File: src/rtl/wl_pkg.sv
// Shared types for the word lane unit.
// Assumes: the memory bus uses a two-bit access-length code.
package wl_pkg;
    typedef enum logic [1:0] {
        ACC_BYTE  = 2'b00,
        ACC_HALF  = 2'b01,
        ACC_WORD  = 2'b10,
        ACC_DWORD = 2'b11
    } acc_len_e;
endpackage

File: src/rtl/wl_align_check.sv
// Word alignment checker.
// Flags a request whose virtual address is not a multiple of the word size,
// and splits the flag into a load fault and a store fault.
// Assumes: WORD_BYTES is a power of two.
module wl_align_check #(
    parameter int ADDR_W     = 64,
    parameter int WORD_BYTES = 4
) (
    input  logic              req_valid,
    input  logic              req_is_store,
    input  logic [ADDR_W-1:0] req_vaddr,
    output logic              misaligned,
    output logic              fault_load,
    output logic              fault_store
);
    localparam int OFS_W = $clog2(WORD_BYTES);

    // Decode misalignment and the direction-specific fault.
    always_comb begin
        misaligned  = req_valid && (req_vaddr[OFS_W-1:0] != '0);
        fault_load  = misaligned && !req_is_store;
        fault_store = misaligned && req_is_store;
    end
endmodule

File: src/rtl/wl_lane_map.sv
// Endianness mapping.
// The reverse-endian control toggles the half-select bit of the physical
// address. The big-endian control toggles the half-select bit of the byte lane.
// Assumes: DATA_W is a power-of-two multiple of 8 and holds two words.
module wl_lane_map #(
    parameter int ADDR_W = 64,
    parameter int DATA_W = 64
) (
    input  logic              cfg_big_endian,
    input  logic              cfg_reverse_endian,
    input  logic [ADDR_W-1:0] req_vaddr,
    input  logic [ADDR_W-1:0] req_paddr,
    output logic [ADDR_W-1:0] mem_addr,
    output logic [$clog2(DATA_W/8)-1:0] lane
);
    localparam int LANE_W = $clog2(DATA_W/8);

    // Invert the half-select bit of the address and of the lane.
    always_comb begin
        mem_addr = req_paddr;
        mem_addr[LANE_W-1] = req_paddr[LANE_W-1] ^ cfg_reverse_endian;
        lane = req_vaddr[LANE_W-1:0];
        lane[LANE_W-1] = req_vaddr[LANE_W-1] ^ cfg_big_endian;
    end
endmodule

File: src/rtl/wl_store_pack.sv
// Store packer.
// Places the store word at the byte lane of the doubleword and builds the
// matching byte-enable mask.
// Assumes: the lane plus the word size never runs past the doubleword.
module wl_store_pack #(
    parameter int DATA_W = 64,
    parameter int WORD_W = 32
) (
    input  logic [WORD_W-1:0]           wdata,
    input  logic [$clog2(DATA_W/8)-1:0] lane,
    output logic [DATA_W-1:0]           mem_wdata,
    output logic [DATA_W/8-1:0]         mem_be
);
    localparam int BYTES      = DATA_W / 8;
    localparam int LANE_W     = $clog2(BYTES);
    localparam int WORD_BYTES = WORD_W / 8;

    logic [LANE_W+2:0] bit_shift;

    // Turn the byte lane into a bit shift and move the word into place.
    always_comb begin
        bit_shift = {lane, 3'b000};
        mem_wdata = DATA_W'(wdata) << bit_shift;
    end

    // Enable each byte that falls inside the word window.
    for (genvar b = 0; b < BYTES; b++) begin : g_be
        always_comb begin
            mem_be[b] = (b >= int'(lane)) && (b < int'(lane) + WORD_BYTES);
        end
    end
endmodule

File: src/rtl/wl_load_unpack.sv
// Load unpacker.
// Records the lane of an accepted load and whether a fault forces a zero
// result. One cycle later it extracts the word from the read data,
// sign-extends it and pulses rsp_valid.
// Assumes: mem_rdata is valid in the cycle after the load is accepted.
module wl_load_unpack #(
    parameter int DATA_W = 64,
    parameter int WORD_W = 32
) (
    input  logic                        clk,
    input  logic                        rst_n,
    input  logic                        accept_load,
    input  logic                        fault_load,
    input  logic [$clog2(DATA_W/8)-1:0] lane,
    input  logic [DATA_W-1:0]           mem_rdata,
    output logic                        rsp_valid,
    output logic [DATA_W-1:0]           rsp_data
);
    localparam int LANE_W = $clog2(DATA_W/8);

    logic              pend_valid;
    logic              pend_zero;
    logic [LANE_W-1:0] pend_lane;
    logic [DATA_W-1:0] shifted;
    logic [WORD_W-1:0] word;

    // Capture a pending response for an accepted or faulting load.
    always_ff @(posedge clk) begin
        if (!rst_n) begin
            pend_valid <= 1'b0;
            pend_zero  <= 1'b0;
            pend_lane  <= '0;
        end else begin
            pend_valid <= accept_load || fault_load;
            pend_zero  <= fault_load;
            pend_lane  <= lane;
        end
    end

    // Extract, sign-extend, or return zero after a fault.
    always_comb begin
        shifted   = mem_rdata >> {pend_lane, 3'b000};
        word      = shifted[WORD_W-1:0];
        rsp_valid = pend_valid;
        rsp_data  = pend_zero ? '0 : {{(DATA_W-WORD_W){word[WORD_W-1]}}, word};
    end

    // a response follows every accepted load on the next cycle.
    assert_rsp_after_accept_R6: assert property (@(posedge clk) disable iff (!rst_n)
        accept_load |=> rsp_valid);

    // a faulting load answers zero on the next cycle.
    assert_fault_zero_R7: assert property (@(posedge clk) disable iff (!rst_n)
        fault_load |=> (rsp_valid && rsp_data == '0));

    // no response appears without a load on the cycle before.
    assert_no_spurious_rsp_R9: assert property (@(posedge clk) disable iff (!rst_n)
        !(accept_load || fault_load) |=> !rsp_valid);
endmodule

File: src/rtl/wordlane_unit.sv
// Word load/store lane unit (top).
// Checks word alignment and adjusts the physical address for reverse-endian
// mode. Stores are packed into the doubleword lane with byte enables, and
// load results are extracted and sign-extended.
// Assumes: one outstanding load at a time, with read data valid on the cycle
// after acceptance.
module wordlane_unit #(
    parameter int ADDR_W = 64,
    parameter int DATA_W = 64,
    parameter int WORD_W = 32
) (
    input  logic              clk,
    input  logic              rst_n,
    input  logic              req_valid,
    output logic              req_ready,
    input  logic              req_is_store,
    input  logic [ADDR_W-1:0] req_vaddr,
    input  logic [ADDR_W-1:0] req_paddr,
    input  logic [WORD_W-1:0] req_wdata,
    input  logic              cfg_big_endian,
    input  logic              cfg_reverse_endian,
    output logic              fault_load,
    output logic              fault_store,
    output logic              mem_valid,
    input  logic              mem_ready,
    output logic              mem_write,
    output logic [1:0]        mem_size,
    output logic [ADDR_W-1:0] mem_addr,
    output logic [DATA_W-1:0] mem_wdata,
    output logic [DATA_W/8-1:0] mem_be,
    input  logic [DATA_W-1:0] mem_rdata,
    output logic              rsp_valid,
    output logic [DATA_W-1:0] rsp_data
);
    import wl_pkg::*;

    localparam int BYTES      = DATA_W / 8;
    localparam int LANE_W     = $clog2(BYTES);
    localparam int WORD_BYTES = WORD_W / 8;

    logic              misaligned;
    logic [LANE_W-1:0] lane;
    logic              accept_load;

    wl_align_check #(.ADDR_W(ADDR_W), .WORD_BYTES(WORD_BYTES)) u_align (
        .req_valid    (req_valid),
        .req_is_store (req_is_store),
        .req_vaddr    (req_vaddr),
        .misaligned   (misaligned),
        .fault_load   (fault_load),
        .fault_store  (fault_store)
    );

    wl_lane_map #(.ADDR_W(ADDR_W), .DATA_W(DATA_W)) u_map (
        .cfg_big_endian     (cfg_big_endian),
        .cfg_reverse_endian (cfg_reverse_endian),
        .req_vaddr          (req_vaddr),
        .req_paddr          (req_paddr),
        .mem_addr           (mem_addr),
        .lane               (lane)
    );

    wl_store_pack #(.DATA_W(DATA_W), .WORD_W(WORD_W)) u_pack (
        .wdata     (req_wdata),
        .lane      (lane),
        .mem_wdata (mem_wdata),
        .mem_be    (mem_be)
    );

    wl_load_unpack #(.DATA_W(DATA_W), .WORD_W(WORD_W)) u_unpack (
        .clk         (clk),
        .rst_n       (rst_n),
        .accept_load (accept_load),
        .fault_load  (fault_load),
        .lane        (lane),
        .mem_rdata   (mem_rdata),
        .rsp_valid   (rsp_valid),
        .rsp_data    (rsp_data)
    );

    // Handshake: faulting requests complete at once; aligned ones wait on memory.
    always_comb begin
        mem_valid   = req_valid && !misaligned;
        mem_write   = req_is_store;
        mem_size    = ACC_WORD;
        req_ready   = misaligned ? 1'b1 : mem_ready;
        accept_load = mem_valid && mem_ready && !req_is_store;
    end

    // a misaligned request never reaches memory and always faults.
    assert_no_mem_on_fault_R1: assert property (@(posedge clk) disable iff (!rst_n)
        (req_valid && req_vaddr[1:0] != 2'b00) |-> (!mem_valid && (fault_load || fault_store) && req_ready));

    // only the half-select bit of the address may differ from the physical address.
    assert_addr_half_R2: assert property (@(posedge clk) disable iff (!rst_n)
        mem_valid |-> ((mem_addr ^ req_paddr) == (ADDR_W'(cfg_reverse_endian) << (LANE_W-1))));

    // a store enables exactly one word of bytes.
    assert_be_count_R5: assert property (@(posedge clk) disable iff (!rst_n)
        (mem_valid && mem_write) |-> ($countones(mem_be) == WORD_BYTES));

    // an aligned request stalls while memory is not ready.
    assert_stall_R8: assert property (@(posedge clk) disable iff (!rst_n)
        (mem_valid && !mem_ready) |-> !req_ready);
endmodule

File: config.mk
export PLATFORM = sky130hd
export DESIGN_NAME = wordlane_unit
export DESIGN_NICKNAME = d
export VERILOG_FILES = /design/src/rtl/wl_pkg.sv /design/src/rtl/wl_align_check.sv /design/src/rtl/wl_lane_map.sv /design/src/rtl/wl_store_pack.sv /design/src/rtl/wl_load_unpack.sv /design/src/rtl/wordlane_unit.sv
export SDC_FILE = /design/constraint.sdc
export NUM_CORES = 1
export LEC_CHECK = 0
export CORE_AREA = 2 2 172 174
export DETAILED_ROUTE_END_ITERATION = 12
export DIE_AREA = 0 0 174 176
export GPL_TIMING_DRIVEN = 1
export PLACE_DENSITY = 0.51
export SLEW_MARGIN = 20
export SYNTH_ARGS = -nofsm -noshare
export SYNTH_HDL_FRONTEND = slang
export SYNTH_SLANG_ARGS = --single-unit
File: constraint.sdc
create_clock -name clk -period 5 [get_ports clk]
set_input_delay 0.75 -clock clk [delete_from_list [all_inputs] [get_ports clk]]
set_output_delay 0.75 -clock clk [all_outputs]
set_load 0.01 [all_outputs]
==> impl_metrics.prom, run 1 <==
# TYPE chip_impl_metric gauge
chip_impl_metric{name="dp_hpwl",unit="mm"} 14.1
chip_impl_metric{name="multi_input_gate_area_in_the_final_layout",unit="sq mm"} 0.00268
chip_impl_metric{name="worst_slew_pin_slew",unit="ps"} 1010
chip_impl_metric{name="yosys.cell_types.count",unit=""} 46
chip_impl_metric{name="route.detailed.wl_per_inst",unit="microns"} 18.1
chip_impl_metric{name="synth-seq-cells",unit=""} 5
chip_impl_metric{name="antenna_cells_inserted",unit=""} 0
chip_impl_metric{name="cts_max_path_buffers",unit=""} 2
chip_impl_metric{name="postCtsHoldBufs",unit=""} 0
chip_impl_metric{name="async_reset_ff_share",unit="%"} 0
chip_impl_metric{name="final_antenna_net_count",unit=""} 0
chip_impl_metric{name="yosys-mux-area-fraction",unit="%"} 36.5
chip_impl_metric{name="pin_count_of_the_biggest_net_entering_global_routing",unit=""} 58
chip_impl_info{name="worstSetupStartpointType",value="register"} 1
chip_impl_metric{name="synthAdderAreaFrac",unit="%"} 0
chip_impl_metric{name="required",unit="ps"} 4250
chip_impl_metric{name="yosys_warnings",unit=""} 0
chip_impl_info{name="highest_utilization_routing_layer_at_the_global_route_stage",value="met2"} 1
chip_impl_metric{name="fin_tns_setup",unit="ps"} 0
chip_impl_metric{name="met1_usage",unit="%"} 12.6
chip_impl_metric{name="routability_congestion_estimate",unit=""} 0.819
chip_impl_metric{name="hold_slack",unit="ps"} 1240
chip_impl_info{name="run_status",value="complete, no violations"} 1
chip_impl_metric{name="slew-limit-headroom",unit="%"} 32.7
chip_impl_metric{name="fp-row-count",unit=""} 62
chip_impl_metric{name="nNetsFinal",unit=""} 824
chip_impl_metric{name="clockPowerShare",unit="%"} 14.2
chip_impl_metric{name="finalHoldViolCount",unit=""} 0
chip_impl_metric{name="floorplan.initialDensity",unit="%"} 13.4
chip_impl_info{name="cts_tree",value="yes"} 1
chip_impl_metric{name="post-place-ws",unit="ps"} 1070
chip_impl_metric{name="power.share.switching",unit="%"} 39.3
chip_impl_metric{name="cellInternalPower",unit="mW"} 0.559
chip_impl_metric{name="first_global_vias",unit=""} 4069
chip_impl_metric{name="ff_latch_area",unit="sq um"} 105
chip_impl_metric{name="drv_cap",unit=""} 0
chip_impl_metric{name="yosys.area_share.xor_xnor",unit="%"} 1.17
chip_impl_metric{name="post_synth.cell_area_avg",unit="sq um"} 8.17
chip_impl_metric{name="initial_antenna_violation_count",unit=""} 1
chip_impl_info{name="unrepaired_setup_endpoints_after_global_routing",value="false"} 1
chip_impl_metric{name="vias_per_cell",unit=""} 4.22
chip_impl_metric{name="final-max-slew-violation-count",unit=""} 0
chip_impl_metric{name="fin_ws",unit="ps"} 915
chip_impl_metric{name="sequentialPowerShare",unit="%"} 6.7
chip_impl_metric{name="fp.dieH",unit="microns"} 176
chip_impl_info{name="min-delay-path-class",value="in2reg"} 1
chip_impl_metric{name="comb_pwr_share",unit="%"} 79.1
chip_impl_metric{name="finish.utilization",unit="%"} 20.7
chip_impl_metric{name="drt_first_pass_iters",unit=""} 4
chip_impl_info{name="top_library_cells_by_usage_in_the_layout_fill_and_taps_aside",value="248 x clkdlybuf4s50_1, 56 x mux2i_1, 47 x nor2_1"} 1
chip_impl_metric{name="met2_usage",unit="%"} 18.7
chip_impl_metric{name="critical_path_peak_fanout",unit=""} 33
chip_impl_metric{name="remaining_overflow_grt",unit=""} 0
chip_impl_metric{name="floorplan.die_area",unit="sq mm"} 0.0306
chip_impl_metric{name="achievable_freq",unit="MHz"} 245
chip_impl_info{name="worstSetupPathType",value="reg2out"} 1
chip_impl_info{name="worst_setup_path_end_kind",value="output port"} 1
chip_impl_metric{name="global_routing_met3_resource_utilization",unit="%"} 4.63
chip_impl_metric{name="ratio_of_total_power_to_cell_area",unit="mW/mm^2"} 156
chip_impl_metric{name="tritoncts_num_sinks",unit=""} 5
chip_impl_metric{name="postCtsResizedCells",unit=""} 0
chip_impl_info{name="ys.flop_type",value="dfxtp_1"} 1
chip_impl_metric{name="placement.io_buffers",unit=""} 249
chip_impl_metric{name="ctsHtreeMaxLevel",unit=""} 1
chip_impl_metric{name="vias",unit=""} 4118
chip_impl_metric{name="wire_length_of_the_first_global_routing_pass",unit="mm"} 25.6
chip_impl_metric{name="synth_simple_gate_area_share",unit="%"} 15.0
chip_impl_metric{name="post-cts-setup-buffer-count",unit=""} 0
chip_impl_metric{name="mappedNetlistArea",unit="sq mm"} 0.00383
chip_impl_metric{name="clk_transition_reported_paths",unit="ps"} 30
chip_impl_metric{name="p_switching",unit="mW"} 0.361
chip_impl_info{name="synth_top_family_by_area",value="multiplexers"} 1
chip_impl_metric{name="detail_route.wirelength",unit="mm"} 17.7
chip_impl_metric{name="design.core.area",unit="sq mm"} 0.0285
chip_impl_metric{name="post-route-drc-count",unit=""} 0
chip_impl_metric{name="vdd_ir_drop_max",unit="uV"} 75.2
chip_impl_info{name="clk_root_buffer_cell",value="clkbuf_16"} 1
chip_impl_metric{name="setup_viol_count_final",unit=""} 0
chip_impl_metric{name="timing.critical_path.arrival",unit="ps"} 3340
chip_impl_metric{name="synth.net_count",unit=""} 700
chip_impl_metric{name="numCtsBuffers",unit=""} 3
chip_impl_metric{name="final.fill_count",unit=""} 3213
chip_impl_metric{name="p_leak",unit="nW"} 2.13
chip_impl_metric{name="grtUsageTotal",unit="%"} 10.8
chip_impl_metric{name="syn_to_final_growth",unit="%"} 54.1
chip_impl_metric{name="finalCriticalPeriod",unit="ps"} 4090
chip_impl_metric{name="floorplan.die.width",unit="microns"} 174
chip_impl_metric{name="io_pins",unit=""} 439
chip_impl_metric{name="fin_crit_sh",unit="%"} 81.7
chip_impl_metric{name="drt_iter0_drc",unit=""} 204
chip_impl_metric{name="fraction_of_the_yosys_area_taken_by_sequential_cells",unit="%"} 2.61
chip_impl_metric{name="post_route_cells_drive_above_1_share",unit="%"} 11.0
chip_impl_metric{name="number_of_enable_flip_flop_cells_after_synthesis",unit=""} 0
chip_impl_metric{name="netlist_instances",unit=""} 469
chip_impl_info{name="layout.cells.most_common",value="clkdlybuf4s50_1"} 1
chip_impl_metric{name="synth_compound_gate_area_share",unit="%"} 17.1
==> stage by stage <==
stage	instances	total power [mW]	instance area (sq um)
after floorplan	469	0.486	3830
after global placement	972	0.793	5830
after detailed placement	972	0.794	5830
after CTS	976	0.930	5910
after global routing	976	0.977	5910
final	976	0.920	5910
==> critical path, cell delays in order, from the launching register on <==
cell and delay, ps:
dfxtp_1 920, nand2b_4 240, nor3_4 440, a22o_1 800
clkdlybuf4s50_1 700
==> path summary, 6_finish.rpt <==
| path | from | end | slack (ps) | cells past startpoint |
|---|---|---|---|---|
| worst min-delay path | req_valid | u_unpack.rsp_valid | 1240 | 2 |
| worst max-delay path | u_unpack.pend_lane[2] | rsp_data[52] | 910 | 4 |
==> flip-flops by register name (all words and copies together) (netlist names) <==
signal              flops
u_unpack.pend_zero      1
u_unpack.rsp_valid      1
u_unpack.pend_lane      3
==> routing by layer <==
| metal | routed length (microns) | up-vias |
|---|---|---|
| met5 | 11 | - |
| met4 | 150 | 2 |
| met3 | 2250 | 11 |
| met2 | 8320 | 308 |
| met1 | 6930 | 1943 |
| li1 | - | 1854 |
==> cells by family (layout without fill, tap and decap cells) <==
| logic type | count (synthesis) | in the layout |
|---|---|---|
| buffers and inverters | 142 | 265 |
| XOR/XNOR | 3 | 3 |
| multiplexers | 104 | 104 |
| AO/OA/AOI/OAI | 98 | 98 |
| other | 2 | 2 |
| AND/OR/NAND/NOR | 115 | 115 |
| flip-flops | 5 | 5 |
==> synthesized netlist by cell type (all sizes together), types with 8 or more instances <==
master  count  area [sq um]
a21oi      41           209
nand2b     11          76.3
o22a       16           140
nor2       47           176
mux2i      56           561
mux4       24           567
and3        9          56.3
a22o        8          70.1
buf       132          1010
o22ai       8          50.1
o21ai       9          45.0
nor3       11          71.3
nand2      21          81.3
mux2       24           270
==> area by class of cell <==
cell class	count	area share (%)
inverter	4	0.254
clock buffer	4	1.33
sequential	5	1.78
tap	384	8.13
multi-input combinational	322	45.4
timing repair buffer	257	43.1
==> power groups by stage <==
| stage | sequential (mW) | combinational, mW | clock, mW |
|---|---|---|---|
| after global placement | 0.0623 | 0.731 | 0 |
| final | 0.0618 | 0.728 | 0.130 |
| after floorplan | 0.0442 | 0.442 | 0 |
| after global routing | 0.0640 | 0.779 | 0.134 |
| after CTS | 0.0621 | 0.736 | 0.132 |
| after detailed placement | 0.0626 | 0.731 | 0 |
Note: power is estimated with default switching activity, not from simulation.
==> run 2, diff against run 1 <==
--- a/config.mk
+++ b/config.mk
@@ -5,11 +5,11 @@
 export SDC_FILE = /design/constraint.sdc
 export NUM_CORES = 1
 export LEC_CHECK = 0
-export CORE_AREA = 2 2 172 174
+export CORE_AREA = 2 2 170 172
 export DETAILED_ROUTE_END_ITERATION = 12
-export DIE_AREA = 0 0 174 176
+export DIE_AREA = 0 0 172 174
 export GPL_TIMING_DRIVEN = 1
-export PLACE_DENSITY = 0.51
+export PLACE_DENSITY = 0.52
 export SLEW_MARGIN = 20
 export SYNTH_ARGS = -nofsm -noshare
 export SYNTH_HDL_FRONTEND = slang
==> constraint.sdc (replaced) <==
create_clock -name clk -period 4.29 [get_ports clk]
set_input_delay 0.6435 -clock clk [delete_from_list [all_inputs] [get_ports clk]]
set_output_delay 0.6435 -clock clk [all_outputs]
set_load 0.01 [all_outputs]
==> run 2 against run 1 <==
Final cell count up 0.61%. Final area is 1.0% higher. Wire length rose by 1.7%. Critical endpoint is now mem_wdata[35]. Largest power group unchanged. Highest routed layer is now met4.
==> impl_metrics.prom, run 2 (same netlist as run 1, synthesis figures left out) <==
# TYPE chip_impl_metric gauge
chip_impl_info{name="critical_path.endpoint",value="mem_wdata[35]"} 1
chip_impl_metric{name="tritoncts_num_sinks",unit=""} 5
chip_impl_info{name="cts_tree",value="yes"} 1
chip_impl_metric{name="drt_first_pass_iters",unit=""} 6
chip_impl_metric{name="routability_congestion_estimate",unit=""} 0.819
chip_impl_metric{name="placement.io_buffers",unit=""} 249
chip_impl_metric{name="ctsHtreeMaxLevel",unit=""} 1
chip_impl_metric{name="setup_viol_count_final",unit=""} 0
chip_impl_metric{name="final-max-slew-violation-count",unit=""} 0
chip_impl_metric{name="finalHoldViolCount",unit=""} 0
chip_impl_metric{name="post-route-drc-count",unit=""} 0
chip_impl_metric{name="clk_transition_reported_paths",unit="ps"} 30
chip_impl_metric{name="fin_ws",unit="ps"} 718
chip_impl_info{name="crit_path_frequent_cell",value="clkdlybuf4s50_1"} 1
chip_impl_metric{name="required",unit="ps"} 3650
chip_impl_metric{name="p_leak",unit="nW"} 2.17
chip_impl_metric{name="vias",unit=""} 4233
chip_impl_metric{name="route.detailed.wl_per_inst",unit="microns"} 18.3
chip_impl_info{name="cpMaxStageDelayCell",value="clkdlybuf4s50_1"} 1
chip_impl_metric{name="max_ffs_per_register",unit=""} 3
chip_impl_info{name="run_status",value="complete, no violations"} 1
chip_impl_metric{name="pin_count_of_the_biggest_net_entering_global_routing",unit=""} 58
chip_impl_metric{name="cts_max_path_buffers",unit=""} 2
chip_impl_info{name="crit_start",value="cfg_big_endian"} 1
chip_impl_metric{name="post-cts-setup-buffer-count",unit=""} 0
chip_impl_metric{name="achievable_freq",unit="MHz"} 280
chip_impl_metric{name="timing.critical_path.arrival",unit="ps"} 2930
chip_impl_metric{name="post-place-ws",unit="ps"} 739
chip_impl_metric{name="detail_route.wirelength",unit="mm"} 18.0
chip_impl_metric{name="syn_to_final_growth",unit="%"} 55.6
chip_impl_info{name="cp_cell_sequence",value="clkdlybuf4s50_1 -> xnor2_4 -> buf_4 -> mux2_2 -> a21oi_1 -> clkdlybuf4s50_1"} 1
chip_impl_metric{name="fin_tns_setup",unit="ps"} 0
chip_impl_info{name="top_library_cells_by_usage_in_the_layout_fill_and_taps_aside",value="248 x clkdlybuf4s50_1, 56 x mux2i_1, 47 x nor2_1"} 1
chip_impl_metric{name="design.core.area",unit="sq mm"} 0.0282
chip_impl_metric{name="slew-limit-headroom",unit="%"} 44.0
chip_impl_metric{name="initial_antenna_violation_count",unit=""} 0
chip_impl_metric{name="hold_slack",unit="ps"} 1030
chip_impl_metric{name="cpPeakStageDelay",unit="ps"} 570
chip_impl_metric{name="final.fill_count",unit=""} 3180
chip_impl_info{name="worstSetupStartpointType",value="input pin"} 1
chip_impl_info{name="min-delay-path-class",value="in2reg"} 1
chip_impl_metric{name="io_pins",unit=""} 439
chip_impl_metric{name="worst_slew_pin_slew",unit="ps"} 840
chip_impl_metric{name="vdd_ir_drop_max",unit="uV"} 64.4
chip_impl_metric{name="p_total",unit="mW"} 1.09
chip_impl_info{name="top_register",value="u_unpack.pend_lane"} 1
chip_impl_metric{name="vias_per_cell",unit=""} 4.31
chip_impl_info{name="clk_root_buffer_cell",value="clkbuf_16"} 1
chip_impl_metric{name="drv_cap",unit=""} 0
chip_impl_metric{name="fin_crit_sh",unit="%"} 83.3
chip_impl_info{name="unrepaired_setup_endpoints_after_global_routing",value="false"} 1
chip_impl_metric{name="fp-row-count",unit=""} 62
chip_impl_metric{name="critical_path_peak_fanout",unit=""} 14
chip_impl_metric{name="floorplan.die_area",unit="sq mm"} 0.0299
chip_impl_metric{name="wire_length_of_the_first_global_routing_pass",unit="mm"} 25.6
chip_impl_info{name="worst_setup_path_end_kind",value="output port"} 1
chip_impl_metric{name="nNetsFinal",unit=""} 830
chip_impl_metric{name="grtUsageTotal",unit="%"} 11.1
chip_impl_metric{name="floorplan.initialDensity",unit="%"} 13.6
chip_impl_metric{name="first_global_vias",unit=""} 4309
chip_impl_metric{name="remaining_overflow_grt",unit=""} 0
chip_impl_metric{name="postCtsHoldBufs",unit=""} 0
chip_impl_metric{name="floorplan.die.width",unit="microns"} 172
chip_impl_metric{name="drt_iter0_drc",unit=""} 287
chip_impl_metric{name="antenna_cells_inserted",unit=""} 0
chip_impl_metric{name="dp_hpwl",unit="mm"} 14.4
chip_impl_metric{name="finalCriticalPeriod",unit="ps"} 3570
chip_impl_metric{name="final_antenna_net_count",unit=""} 0
chip_impl_metric{name="multi_input_gate_area_in_the_final_layout",unit="sq mm"} 0.00268
chip_impl_metric{name="ratio_of_total_power_to_cell_area",unit="mW/mm^2"} 182
chip_impl_info{name="worstSetupPathType",value="in2out"} 1
chip_impl_metric{name="post_route_cells_drive_above_1_share",unit="%"} 12.0
chip_impl_metric{name="numCtsBuffers",unit=""} 3
chip_impl_info{name="layout.cells.most_common",value="clkdlybuf4s50_1"} 1
chip_impl_metric{name="postCtsResizedCells",unit=""} 0
chip_impl_metric{name="ff_latch_area",unit="sq um"} 105
chip_impl_metric{name="fp.dieH",unit="microns"} 174
## run 2: changes by cell type in the layout (fill, tap and decap cells not counted), sizes merged
cell    previous run  this run
buf                9        15
clkbuf             4         3
clkinv             0         1
## run 2: worst max-delay path: cells and delay by family
family                 cells  cell delay, ps
AO/OA/AOI/OAI              1             190
XOR/XNOR                   1             420
buffers and inverters      3            1290
multiplexers               1             370
## run 2: stage by stage
stage | area (sq um) | std cells | utilization [%]
after floorplan | 3830 | 469 | -
after global placement | 5890 | 978 | 20.8
after detailed placement | 5890 | 978 | 20.8
after CTS | 5970 | 982 | 21.1
after global routing | 5970 | 982 | 21.1
final | 5970 | 982 | 21.1
## run 2: cell type report
cell class	instances	share of cell area, %
clock buffer	3	1.26
clock inverter	1	0.0839
inverter	4	0.252
multi-input combinational	322	44.9
sequential	5	1.76
tap	384	8.05
timing repair buffer	263	43.7
## run 2: how the worst min path moves through the flow
stage                       from  depth (start not counted)                    end
floorplan           req_is_store                          1     u_unpack.rsp_valid
global placement    req_vaddr[0]                          2  u_unpack.pend_lane[0]
detailed placement  req_vaddr[0]                          2  u_unpack.pend_lane[0]
CTS                 req_vaddr[0]                          2  u_unpack.pend_lane[0]
global route        req_vaddr[0]                          2  u_unpack.pend_lane[0]
finish              req_vaddr[0]                          2  u_unpack.pend_lane[0]
## run 2: routing by layer
layer | up-vias | global-route usage [%] | part of all wire (%)
met4 | 0 | 3.36 | 2.6
li1 | 1865 | - | -
met3 | 24 | 4.99 | 14
met5 | - | 0 | 0
met1 | 1973 | 11.9 | 37
met2 | 371 | 19.5 | 46
## run 2: power by group
group	switching (mW)	internal (mW)
registers	0.00732	0.0492
logic	0.393	0.485
clock network	0.0312	0.122
total	0.432	0.656
